===== src/rtl/flash_seq_pkg.sv =====
package flash_seq_pkg;

  typedef enum logic [1:0] {
    OP_PROGRAM = 2'd0,
    OP_SECTOR  = 2'd1,
    OP_CHIP    = 2'd2,
    OP_INVALID = 2'd3
  } seq_op_e;

  typedef enum logic [2:0] {
    ST_IDLE,
    ST_WRITE,
    ST_POLL,
    ST_CONFIRM,
    ST_DONE
  } seq_state_e;

  // strobes from control to datapath
  typedef struct packed {
    logic load;     // capture the request
    logic wrCycle;  // a command write cycle is on the bus
    logic pollRead; // a poll read is on the bus
  } seq_strobe_t;

  localparam logic [7:0] CMD_KEY1   = 8'hAA;
  localparam logic [7:0] CMD_KEY2   = 8'h55;
  localparam logic [7:0] CMD_WORD   = 8'hA0;
  localparam logic [7:0] CMD_ERASE  = 8'h80;
  localparam logic [7:0] CMD_SECTOR = 8'h30;
  localparam logic [7:0] CMD_ARRAY  = 8'h10;

endpackage


===== src/rtl/flash_seq_dp.sv =====
module flash_seq_dp
  import flash_seq_pkg::*;
#(
  parameter int ADDR_W        = 16,
  parameter int DATA_W        = 16,
  parameter int TIMEOUT_POLLS = 64,
  parameter logic [ADDR_W-1:0] KEY_ADDR_A = 16'h5555,
  parameter logic [ADDR_W-1:0] KEY_ADDR_B = 16'h2AAA
) (
  input  logic              clk,
  input  logic              rstN,
  input  seq_strobe_t       strb,
  input  logic [2:0]        stepIdx,
  input  logic [1:0]        reqOp,
  input  logic [ADDR_W-1:0] reqAddr,
  input  logic [DATA_W-1:0] reqData,
  input  logic              reqToggle,
  input  logic [DATA_W-1:0] flashRdata,
  output seq_op_e           heldOp,
  output logic [ADDR_W-1:0] flashAddr,
  output logic [DATA_W-1:0] flashWdata,
  output logic              statusHit,
  output logic              wordValid,
  output logic              timedOut
);

  localparam int CNT_W = (TIMEOUT_POLLS > 1) ? $clog2(TIMEOUT_POLLS) : 1;
  localparam logic [CNT_W-1:0] CNT_LAST = CNT_W'(TIMEOUT_POLLS - 1);

  seq_op_e           opQ;
  logic [ADDR_W-1:0] addrQ;
  logic [DATA_W-1:0] dataQ;
  logic              toggleQ;
  logic              prevBit6Q;
  logic              havePrevQ;
  logic [CNT_W-1:0]  pollCntQ;

  logic [ADDR_W-1:0] stepAddr;
  logic [DATA_W-1:0] stepData;
  logic [DATA_W-1:0] expWord;

  always_ff @(posedge clk or negedge rstN) begin
    if (!rstN) begin
      opQ       <= OP_PROGRAM;
      addrQ     <= '0;
      dataQ     <= '0;
      toggleQ   <= 1'b0;
      prevBit6Q <= 1'b0;
      havePrevQ <= 1'b0;
      pollCntQ  <= '0;
    end else if (strb.load) begin
      opQ       <= seq_op_e'(reqOp);
      addrQ     <= reqAddr;
      dataQ     <= reqData;
      toggleQ   <= reqToggle;
      havePrevQ <= 1'b0;
      pollCntQ  <= '0;
    end else if (strb.pollRead) begin
      prevBit6Q <= flashRdata[6];
      havePrevQ <= 1'b1;
      pollCntQ  <= pollCntQ + 1'b1;
    end
  end

  // command step table, indexed by the control's step counter
  always_comb begin
    stepAddr = KEY_ADDR_A;
    stepData = DATA_W'(CMD_KEY1);
    unique case (stepIdx)
      3'd0: begin stepAddr = KEY_ADDR_A; stepData = DATA_W'(CMD_KEY1); end
      3'd1: begin stepAddr = KEY_ADDR_B; stepData = DATA_W'(CMD_KEY2); end
      3'd2: begin
        stepAddr = KEY_ADDR_A;
        stepData = (opQ == OP_PROGRAM) ? DATA_W'(CMD_WORD) : DATA_W'(CMD_ERASE);
      end
      3'd3: begin
        if (opQ == OP_PROGRAM) begin
          stepAddr = addrQ;
          stepData = dataQ;
        end else begin
          stepAddr = KEY_ADDR_A;
          stepData = DATA_W'(CMD_KEY1);
        end
      end
      3'd4: begin stepAddr = KEY_ADDR_B; stepData = DATA_W'(CMD_KEY2); end
      default: begin
        if (opQ == OP_SECTOR) begin
          stepAddr = addrQ;
          stepData = DATA_W'(CMD_SECTOR);
        end else begin
          stepAddr = KEY_ADDR_A;
          stepData = DATA_W'(CMD_ARRAY);
        end
      end
    endcase
  end

  assign expWord    = (opQ == OP_PROGRAM) ? dataQ : '1;
  assign flashAddr  = strb.wrCycle ? stepAddr : addrQ;
  assign flashWdata = strb.wrCycle ? stepData : '0;

  assign statusHit = toggleQ ? (havePrevQ && (flashRdata[6] == prevBit6Q))
                             : (flashRdata[7] == expWord[7]);
  assign wordValid = (flashRdata == expWord);
  assign timedOut  = (pollCntQ == CNT_LAST);
  assign heldOp    = opQ;

endmodule


===== src/rtl/flash_seq_ctrl.sv =====
module flash_seq_ctrl
  import flash_seq_pkg::*;
(
  input  logic        clk,
  input  logic        rstN,
  input  logic        reqValid,
  input  logic [1:0]  reqOp,
  input  seq_op_e     heldOp,
  input  logic        statusHit,
  input  logic        wordValid,
  input  logic        timedOut,
  output seq_strobe_t strb,
  output logic [2:0]  stepIdx,
  output logic        reqReady,
  output logic        doneValid,
  output logic        doneOk,
  output logic        flashCeN,
  output logic        flashOeN,
  output logic        flashWeN
);

  seq_state_e stateQ;
  logic [2:0] stepQ;
  logic       confSecondQ;
  logic       confOkQ;
  logic       okQ;
  logic [2:0] lastStep;

  assign lastStep = (heldOp == OP_PROGRAM) ? 3'd3 : 3'd5;

  always_ff @(posedge clk or negedge rstN) begin
    if (!rstN) begin
      stateQ      <= ST_IDLE;
      stepQ       <= '0;
      confSecondQ <= 1'b0;
      confOkQ     <= 1'b0;
      okQ         <= 1'b0;
    end else begin
      unique case (stateQ)
        ST_IDLE: begin
          if (reqValid) begin
            stepQ <= '0;
            okQ   <= 1'b0;
            if (seq_op_e'(reqOp) == OP_INVALID) stateQ <= ST_DONE;
            else                               stateQ <= ST_WRITE;
          end
        end
        ST_WRITE: begin
          if (stepQ == lastStep) stateQ <= ST_POLL;
          else                   stepQ  <= stepQ + 3'd1;
        end
        ST_POLL: begin
          if (statusHit) begin
            stateQ      <= ST_CONFIRM;
            confSecondQ <= 1'b0;
          end else if (timedOut) begin
            stateQ <= ST_DONE;
            okQ    <= 1'b0;
          end
        end
        ST_CONFIRM: begin
          if (!confSecondQ) begin
            confSecondQ <= 1'b1;
            confOkQ     <= wordValid;
          end else begin
            stateQ <= ST_DONE;
            okQ    <= confOkQ && wordValid;
          end
        end
        default: stateQ <= ST_IDLE;
      endcase
    end
  end

  always_comb begin
    strb          = '0;
    strb.load     = (stateQ == ST_IDLE) && reqValid;
    strb.wrCycle  = (stateQ == ST_WRITE);
    strb.pollRead = (stateQ == ST_POLL);
  end

  assign stepIdx   = stepQ;
  assign reqReady  = (stateQ == ST_IDLE);
  assign doneValid = (stateQ == ST_DONE);
  assign doneOk    = okQ;
  assign flashWeN  = (stateQ != ST_WRITE);
  assign flashOeN  = !((stateQ == ST_POLL) || (stateQ == ST_CONFIRM));
  assign flashCeN  = flashWeN && flashOeN;

endmodule


===== src/rtl/flash_cmd_seq.sv =====
module flash_cmd_seq
  import flash_seq_pkg::*;
#(
  parameter int ADDR_W        = 16,
  parameter int DATA_W        = 16,
  parameter int TIMEOUT_POLLS = 64,
  parameter logic [ADDR_W-1:0] KEY_ADDR_A = 16'h5555,
  parameter logic [ADDR_W-1:0] KEY_ADDR_B = 16'h2AAA
) (
  input  logic              clk,
  input  logic              rstN,
  input  logic              reqValid,
  output logic              reqReady,
  input  logic [1:0]        reqOp,
  input  logic [ADDR_W-1:0] reqAddr,
  input  logic [DATA_W-1:0] reqData,
  input  logic              reqToggle,
  output logic              doneValid,
  output logic              doneOk,
  output logic              flashCeN,
  output logic              flashOeN,
  output logic              flashWeN,
  output logic [ADDR_W-1:0] flashAddr,
  output logic [DATA_W-1:0] flashWdata,
  input  logic [DATA_W-1:0] flashRdata
);

  seq_strobe_t strb;
  logic [2:0]  stepIdx;
  seq_op_e     heldOp;
  logic        statusHit;
  logic        wordValid;
  logic        timedOut;

  flash_seq_ctrl u_ctrl (
    .clk       (clk),
    .rstN      (rstN),
    .reqValid  (reqValid),
    .reqOp     (reqOp),
    .heldOp    (heldOp),
    .statusHit (statusHit),
    .wordValid (wordValid),
    .timedOut  (timedOut),
    .strb      (strb),
    .stepIdx   (stepIdx),
    .reqReady  (reqReady),
    .doneValid (doneValid),
    .doneOk    (doneOk),
    .flashCeN  (flashCeN),
    .flashOeN  (flashOeN),
    .flashWeN  (flashWeN)
  );

  flash_seq_dp #(
    .ADDR_W        (ADDR_W),
    .DATA_W        (DATA_W),
    .TIMEOUT_POLLS (TIMEOUT_POLLS),
    .KEY_ADDR_A    (KEY_ADDR_A),
    .KEY_ADDR_B    (KEY_ADDR_B)
  ) u_dp (
    .clk        (clk),
    .rstN       (rstN),
    .strb       (strb),
    .stepIdx    (stepIdx),
    .reqOp      (reqOp),
    .reqAddr    (reqAddr),
    .reqData    (reqData),
    .reqToggle  (reqToggle),
    .flashRdata (flashRdata),
    .heldOp     (heldOp),
    .flashAddr  (flashAddr),
    .flashWdata (flashWdata),
    .statusHit  (statusHit),
    .wordValid  (wordValid),
    .timedOut   (timedOut)
  );

endmodule


===== config.mk =====
export PLATFORM = sky130hd
export DESIGN_NAME = flash_cmd_seq
export DESIGN_NICKNAME = d
export VERILOG_FILES = /design/src/rtl/flash_seq_pkg.sv /design/src/rtl/flash_seq_dp.sv /design/src/rtl/flash_seq_ctrl.sv /design/src/rtl/flash_cmd_seq.sv
export SDC_FILE = /design/constraint.sdc
export NUM_CORES = 1
export LEC_CHECK = 0
export CORE_MARGIN = 2
export CORE_UTILIZATION = 45
export CTS_CLUSTER_DIAMETER = 120
export CTS_CLUSTER_SIZE = 14
export DETAILED_ROUTE_END_ITERATION = 10
export PLACE_DENSITY = 0.72
export SLEW_MARGIN = 5
export SYNTH_ARGS = -nofsm -noshare
export SYNTH_HDL_FRONTEND = slang
export SYNTH_SLANG_ARGS = --single-unit

===== constraint.sdc =====
create_clock -name clk -period 2.2 [get_ports clk]
set_clock_uncertainty 0.05 [all_clocks]
set_input_delay 0.22 -clock clk [delete_from_list [all_inputs] [get_ports clk]]
set_output_delay 0.22 -clock clk [all_outputs]
set_load 0.005 [all_outputs]

After elaboration in Yosys (flattened, before gate mapping):

Cells that the tools add are included.

* register bits after elaboration: 52
* input port bits: 54

* $add $sub $neg: 2
* eq/ne operators: 24
* multiplexer cells: 33
* bitwise gates (word level): 2
* reductions and logical operators: 21

Operator list (number)
* 16-bit 2-to-1 mux: 6
* 16-bit one-hot mux with 4 select lines: 1
* 16-bit one-hot mux with 3 select lines: 1
* 3-bit 2-to-1 mux: 9
* 6-bit 2-to-1 mux: 4
* 16-bit equality test: 1
* 3-bit by 2-bit equality test with 1-bit output, second input constant: 4
* 3-bit one-hot mux with 4 select lines: 1
* 1-bit 2-to-1 mux: 8
* 2-bit != test, second input constant: 4
* 6-bit by 1-bit adder with 6-bit output, second input constant: 1
* 3-bit by 1-bit equality test with 1-bit output, second input constant: 2
* 3-bit equality test, second input constant: 2
* 6-bit equality test, second input constant: 1
* 3-bit zero test: 2
* 2-bit by 1-bit != test with 1-bit output, second input constant: 3
* 3-bit by 1-bit != test with 1-bit output, second input constant: 2
* 3-bit one-hot mux with 2 select lines: 1
* 2-bit AND reduction: 3
* 2-bit nonzero test: 3
* 5-bit AND reduction: 1
* 1-bit logical AND: 4
* 4-bit AND reduction: 1
* 2-bit OR reduction: 2
* 13 further kinds: 15

Depth between registers and ports, before layout:

Gate-level depths: netlist of run 1.

* depth after elaboration: 6
* mapped depth: 9
* gate-level depth less buffers: 7

Hierarchy:

From an unflattened synthesis of run 1, not the netlist that was laid out.

* cell total of the unflattened synthesis: 329
* area, all modules: 3134.3 um^2

Modules (own cells, without submodules)
* flash_seq_dp: instances 1, cells each 264, area an instance 2531.2 um^2, seq. area each 1076.0 um^2
* flash_seq_ctrl: instances 1, cells each 65, area an instance 603.1 um^2, seq. area each 225.2 um^2

Worst setup path after synthesis of run 1:

No wires, ideal clock.

* kind: reg2out
* from: register u_ctrl.stepQ[2], in the netlist u_ctrl.stepIdx[2]
* to: output flashAddr[0]
* arrival time: 1.816 ns
* data required time: 1.930 ns
* slack: 0.114 ns
* cell stages (with the launch flop): 10
* path through: dfrtp_1 buf_2 inv_1 ha_1 clkbuf_1 inv_1 o21a_1 nand2b_1 nor3_2 nor2_1

* cells in the longest elaborated chain, start to end: 4
* elaborated cells on any way between the ends: 9
* classes of those cells: eq/ne (4); mux (2); reduce/logical (3)

RTL lines
* start, declared: RTL line flash_seq_ctrl.sv:23 `logic [2:0] stepQ;`
* start signal, assigned: RTL line flash_seq_ctrl.sv:50 `else stepQ <= stepQ + 3'd1;`
* 3-bit by 1-bit equality test with 1-bit output (tied with other cells): RTL line flash_seq_dp.sv:69 `unique case (stepIdx)`
* 2-bit OR reduction (no source line)
* 16-bit one-hot mux with 3 select lines (*): RTL line flash_seq_dp.sv:69
* 16-bit 2-to-1 mux (*): RTL line flash_seq_dp.sv:99 `assign flashAddr = strb.wrCycle ? stepAddr : addrQ;`
* end, declared: RTL line flash_cmd_seq.sv:23 `output logic [ADDR_W-1:0] flashAddr,`

Every way passes the cells marked *; elsewhere a longest branch is shown, timed or not.

Worst setup path after layout of run 1:

* from: register u_ctrl.stepQ[0], in the netlist u_ctrl.stepIdx[0]
* to: output flashAddr[12]

Same word-level chain as after synthesis.

==> metrics, run 1 <==
status=finished, violations left; failing checks=negative setup slack; Seq pwr share=27.3%; die area=7750 um^2; unrepaired setup endpoints after global routing=true; CP arrival=2210 ps; TritonCTS Buffers=5; initial antenna violation count=0; Placed Area=4373 um^2; Final period util=112.9%; Worst-path clk slew=110 ps; GRT overflow=0; routed vias/inst=5.323; Final setup viols=28; syn avg cell area=8.828 um^2; clock sinks=52; FILL cells=553; Power per Cell Area=1335 nW/um^2; max_slew headroom=51.03%; crit end category=output pin; top_reg_cell synth=dfrtp_1; combinational share of power=62.9%; Setup TNS=-4866 ps; largest net degree at the start of global routing=23; final net count=563; minimum clock period=2484 ps; Hold Path Class=input port to async pin; Post-synth EDFFs=0; Max Fanout on Critical Path=8; Gate Count Post-Synth=360; Fin. Hold Viols=0; first-pass GRT wire length=15270 um; crit-path cells=buf_6, inv_4, ha_4, nor2b_4, o21a_1, buf_4, nand2b_4, nor3_4, buf_12, nor2_2, buf_2; FMAX=402.7 MHz; reg2reg start=u_dp.heldOp[1]; PortBufs=91; internal power=3.734 mW; Design Area, Final=4806 um^2; Clock Power Share=9.8%; Final Util=70.35%; Starting DRT DRC Count=165; wirelength, routed=9559 um; total of max-cap violations=0; Yosys cell types=49; WHS=330.6 ps; worst path required time=1930 ps; Vias=3194; Initial DRT Pass Iterations=4; CP startpoint kind=flip-flop; crit-path leading delay family=buffers and inverters; CTS root buffer=clkbuf_8; worst slew pin tran=732.8 ps; gr usage total=24.92%; Post-synth ARST share=100.0%; DRC violations left=0; CTS H-Tree Depth=2; mapped cell area=3178 um^2; Final ANT Viol Nets=0; placed insts=566; drt wl/cell=15.93 um; worst stage delay on the critical path=470 ps; vias in the first global route=3145; core area=6832 um^2; maximum root-to-sink buffer count=2; Seq/Total Area, Yosys=40.94%; Final GP Congestion=0.8737; Syn Nets=420; maximum VDD drop=0.7509 mV; Die Height=88.04 um; Clk Latency, worst-skew pair=310 ps; slowest CP cell=dfrtp_2; fin cells=600; Boundary Pins=92; Area growth, synth to finish=51.22%; CP Class=flip-flop to output pin; PnR worst setup slack=-283.5 ps; share of layout cells above drive strength 1=32.94%; row cnt=30; hpwl dp=6362 um; Seq cells post-synth=52; Sw Ratio=41.79%; r2r setup slk=100 ps; Max Slew Vio Count=0; Critical path origin=u_ctrl.stepIdx[0]; leakage=2.226 nW; WP buf/inv=5; Die W=88.04 um; NetSw=2.681 mW; Syn. warnings=0; TritonCTS clock tree=yes; Antenna Cells=0; Starting Density=46.52%
per-stage QoR:
stage               worst slack [ps]  power [mW]
global placement              -195.8       5.258
detailed placement            -325.2       5.338
global route                  -342.0       6.880
floorplan                      113.8       3.646
finish                        -283.5       6.415
CTS                           -208.7       6.198
final cells by class:
cell class	count	area [um^2]	share of cell area [%]
inverter	10	42.54	0.8852
sequential	52	1303	27.10
clock buffer	6	82.58	1.718
tap	96	120.1	2.499
multi-input combinational	280	1892	39.36
clock inverter	2	17.52	0.3645
timing repair buffer	154	1349	28.07
synth_stat cells, drive strengths merged (7+ instances only):
cell / n / area share (%)
nor4: 7 / 2.0
nor3: 7 / 1.3
nor4b: 7 / 1.9
nand2: 78 / 9.2
buf: 13 / 2.8
a21oi: 17 / 2.8
inv: 10 / 1.2
nor2: 40 / 4.8
dfrtp: 52 / 41
xor2: 7 / 1.9
a21o: 10 / 2.4
o21ai: 13 / 2.0
mux2: 21 / 7.4
and2: 10 / 2.0
layout by cell type (no fill, tap or decap), types with 5 or more instances in the layout:
cell type        instances
a21oi_1                 13
a32o_1                   5
xor2_1                   7
nand2_1                 78
nand2b_1                 5
clkdlybuf4s50_1         58
a21o_1                  10
clkbuf_8                 6
inv_1                    5
o21ai_0                 11
and2_4                   7
nor4b_1                  7
xnor2_1                  6
mux2i_1                  5
buf_4                   43
buf_2                   23
nor2_2                   5
buf_6                   25
dfrtp_1                 51
nor2_1                  33
mux2_2                  21
flip-flops by register name, summed over array words and instances (netlist names):
signal,count
u_ctrl.confOkQ,1
u_ctrl.confSecondQ,1
u_ctrl.doneOk,1
u_ctrl.stateQ,3
u_ctrl.stepIdx,3
u_dp.addrQ,16
u_dp.dataQ,16
u_dp.havePrevQ,1
u_dp.heldOp,2
u_dp.pollCntQ,6
u_dp.prevBit6Q,1
u_dp.toggleQ,1
layer usage:
metal / part of all wire [%] / track usage, % / up-vias
met1: 44 / 33.33 / 1544
met5: 0 / 0 / -
met3: 7.0 / 4.241 / 9
met4: 0.81 / 5.234 / 0
met2: 48 / 42.77 / 116
li1: - / - / 1525
kinds of logic after synthesis:
group | share of synthesized area (%)
compound gates | 14.02
xor+xnor | 3.583
fa+ha+maj | 2.362
buf+inv | 4.646
flops | 40.94
mux | 9.016
simple gates | 25.43
worst register-to-register path: cells and delay by family (launching register included):
kind                   cells  cell delay, ps
AO/OA/AOI/OAI              2             460
multiplexers               1             260
buffers and inverters      3             570
AND/OR/NAND/NOR            2             250
flip-flops                 1             400
final timing paths:
path / endpoint / cells after the start
setup reg to reg: u_ctrl.confOkQ / 8
min in group clk: u_dp.addrQ[6] / 3
hold reg to reg: u_dp.addrQ[15] / 2
setup / recovery: flashAddr[12] / 11
max in group asynchronous: u_ctrl.stepIdx[0] / 3
hold / removal: u_dp.dataQ[11] / 2
power groups by stage:
stage | Combinational (mW) | Clock (mW) | Sequential [mW]
2_1_floorplan | 1.99 | 0 | 1.65
6_report | 4.04 | 0.626 | 1.75
4_1_cts | 3.83 | 0.627 | 1.75
3_5_place_dp | 3.59 | 0 | 1.75
3_3_place_gp | 3.53 | 0 | 1.73
5_1_grt | 4.40 | 0.673 | 1.81
timing repair:
action                     4_1_cts  5_1_grt
setup buffers                   18       10
hold buffers                     1        0
hold endpoints to repair        15        0
cloned                           1        0
setup endpoints to repair       32       34
gates resized for setup        174       23
pin swaps                       29       12
Power figures use the tool's default switching activity.
==> run 2: changes to the inputs <==
--- a/config.mk
+++ b/config.mk
@@ -10,8 +10,9 @@
 export CTS_CLUSTER_DIAMETER = 120
 export CTS_CLUSTER_SIZE = 14
 export DETAILED_ROUTE_END_ITERATION = 10
-export PLACE_DENSITY = 0.72
+export PLACE_DENSITY = 0.73
 export SLEW_MARGIN = 5
 export SYNTH_ARGS = -nofsm -noshare
 export SYNTH_HDL_FRONTEND = slang
+export SYNTH_HIERARCHICAL = 1
 export SYNTH_SLANG_ARGS = --single-unit
==> run 2 against run 1 <==
Compared with the run above:
- the run still ends with negative setup slack left
- register-to-register slack lost 70 ps
- sequential cell count is the same
- largest power group unchanged
- critical path type unchanged
- cell area shrank 6.0%
==> metrics, run 2 <==
total power draw=6.372 mW; mapped cell area=3134 um^2; Final GP Congestion=0.8860; FMAX=453.6 MHz; Initial DRT Pass Iterations=4; most common cell in the netlist=dfrtp_1; Final period util=100.2%; PortBufs=91; status=finished, violations left; GRT overflow=0; max_slew headroom=67.88%; Antenna Cells=0; final net count=503; Syn Nets=385; Boundary Pins=92; crit end category=output pin; hpwl dp=6037 um; worst path required time=1930 ps; first-pass GRT wire length=14110 um; commonest non-fill, non-tap cell in the layout=clkdlybuf4s50_1; initial antenna violation count=0; unrepaired setup endpoints after global routing=true; Final setup viols=1; top_reg_cell synth=dfrtp_1; Seq/Total Area, Yosys=41.52%; total of max-cap violations=0; TritonCTS clock tree=yes; CP arrival=1930 ps; Vias=2995; leakage=1.960 nW; routed vias/inst=5.672; PnR worst setup slack=-4.560 ps; Post-synth EDFFs=0; Seq cells post-synth=52; Final ANT Viol Nets=0; Max Fanout on Critical Path=5; Starting DRT DRC Count=190; largest net degree at the start of global routing=51; biggest area consumer among synthesized cells=dfrtp_1; share of layout cells above drive strength 1=28.35%; commonest cells after routing, fill and taps aside=clkdlybuf4s50_1, dfrtp_1, mux2_2; DRC violations left=0; gr usage total=23.47%; syn avg cell area=9.527 um^2; minimum clock period=2205 ps; Die Height=87.46 um; Hold Path Class=input port to async pin; vias in the first global route=2998; failing checks=negative setup slack; maximum VDD drop=0.6968 mV; Area growth, synth to finish=44.15%; Yosys top cell area share=41.52%; Design Area, Final=4518 um^2; drt wl/cell=16.21 um; CP Class=flip-flop to output pin; Yosys cell types=53; core area=6756 um^2; Fin. Hold Viols=0; Gate Count Post-Synth=329; Starting Density=46.39%; maximum root-to-sink buffer count=2; Worst-path clk slew=90 ps; Clk Latency, worst-skew pair=310 ps; Die W=87.46 um; top post-synthesis cells by area=dfrtp_1, mux2_2, o21ai_0, a21oi_1, nand2_1; Placed Area=4203 um^2; clock sinks=52; FILL cells=549; TritonCTS Buffers=5; Max Slew Vio Count=0; wirelength, routed=8559 um; Power per Cell Area=1410 nW/um^2; CTS H-Tree Depth=2; Setup TNS=-4.560 ps; die area=7648 um^2; CP startpoint kind=flip-flop; row cnt=30; Synth top cells by count=dfrtp_1, mux2_2, nand2_1, nor2_1, o21ai_0; Regs by FF count=u_dp/addrQ x16, u_dp/dataQ x16, u_dp/pollCntQ x6; Post-synth ARST share=100.0%; worst slew pin tran=478.6 ps; CTS root buffer=clkbuf_8; Syn. warnings=6
==> run 2: changes by cell type after synthesis, moves of 5 or more <==
cell      change
nand2_1      -52
nor2_1       -13
nor4_1       +11
o21a_1        +9
o21ai_0       +9
a21o_1        -8
mux2_2        +8
nor4b_1       -7
a32oi_1       +5
buf_4         -5
nand2b_1      -5
==> run 2: stage by stage <==
stage          std cells  setup WS (ps)  hold WS [ps]  util, %
3_3_place_gp         502          62.53         114.9    62.20
3_5_place_dp         502         -21.66         116.7    62.20
2_1_floorplan        329          186.0        -125.6        -
4_1_cts              527         -55.13         322.4    66.04
5_1_grt              528         -123.4         332.8    66.87
6_report             528         -4.560         315.1    66.87
==> run 2: critical path, cell delays in order, from the launching register on <==
cell and delay [ps]:
dfrtp_1 400, or2_1 270, xnor2_1 200, a21oi_1 90, o21a_2 260, buf_6 140, o21a_1 170, clkbuf_2 110
==> run 2: per-layer routing <==
metal	GRT usage [%]	wire length (um)
met3	4.455	553
met2	39.67	4233
met4	7.552	172
met1	30.25	3600
met5	0	0
==> run 2: worst paths after layout <==
check                             startpoint                to  slack [ps]  cells after the start
max reg2reg                   u_dp/heldOp[0]     u_ctrl/doneOk          30                      7
min reg2reg                   u_ctrl/confOkQ    u_ctrl/confOkQ         450                      1
max                        u_ctrl/stepIdx[0]      flashAddr[6]          -5                      7
min                                     rstN  u_ctrl/stateQ[0]         320                      2
min in group clk                  reqAddr[7]     u_dp/addrQ[7]         410                      3
max in group asynchronous               rstN  u_dp/pollCntQ[1]        1180                      3
==> run 2: report_power, final <==
group          leakage (nW)  total [mW]  switching, mW  internal, mW
registers             0.638        1.78          0.412          1.37
logic                  1.27        3.93           1.84          2.08
clock network        0.0541       0.663          0.325         0.337
==> run 2: kinds of logic after synthesis <==
kind of cell	synth area share (%)
xor gates and xnor gates	4.471
AOI/OAI and AO/OA	16.77
adders and majority gates	0.7983
buffers and inverters	5.948
muxes	11.74
DFF	41.52
and+or+nand+nor	18.76
==> run 2: cell type report <==
class | instances | area (um^2) | share of cell area, %
tap | 80 | 100.1 | 2.215
inverter | 15 | 58.81 | 1.302
multi-input combinational | 242 | 1770 | 39.19
clock inverter | 3 | 42.54 | 0.9416
clock buffer | 5 | 68.82 | 1.523
timing repair buffer | 131 | 1174 | 25.98
sequential | 52 | 1304 | 28.86
==> run 2: repair_timing <==
action,in CTS,in global routing
gates resized for setup,62,49
setup buffers,16,1
hold buffers,1,0
endpoints found under the setup margin,32,23
endpoints found under the hold margin,14,0
pin swaps,7,18
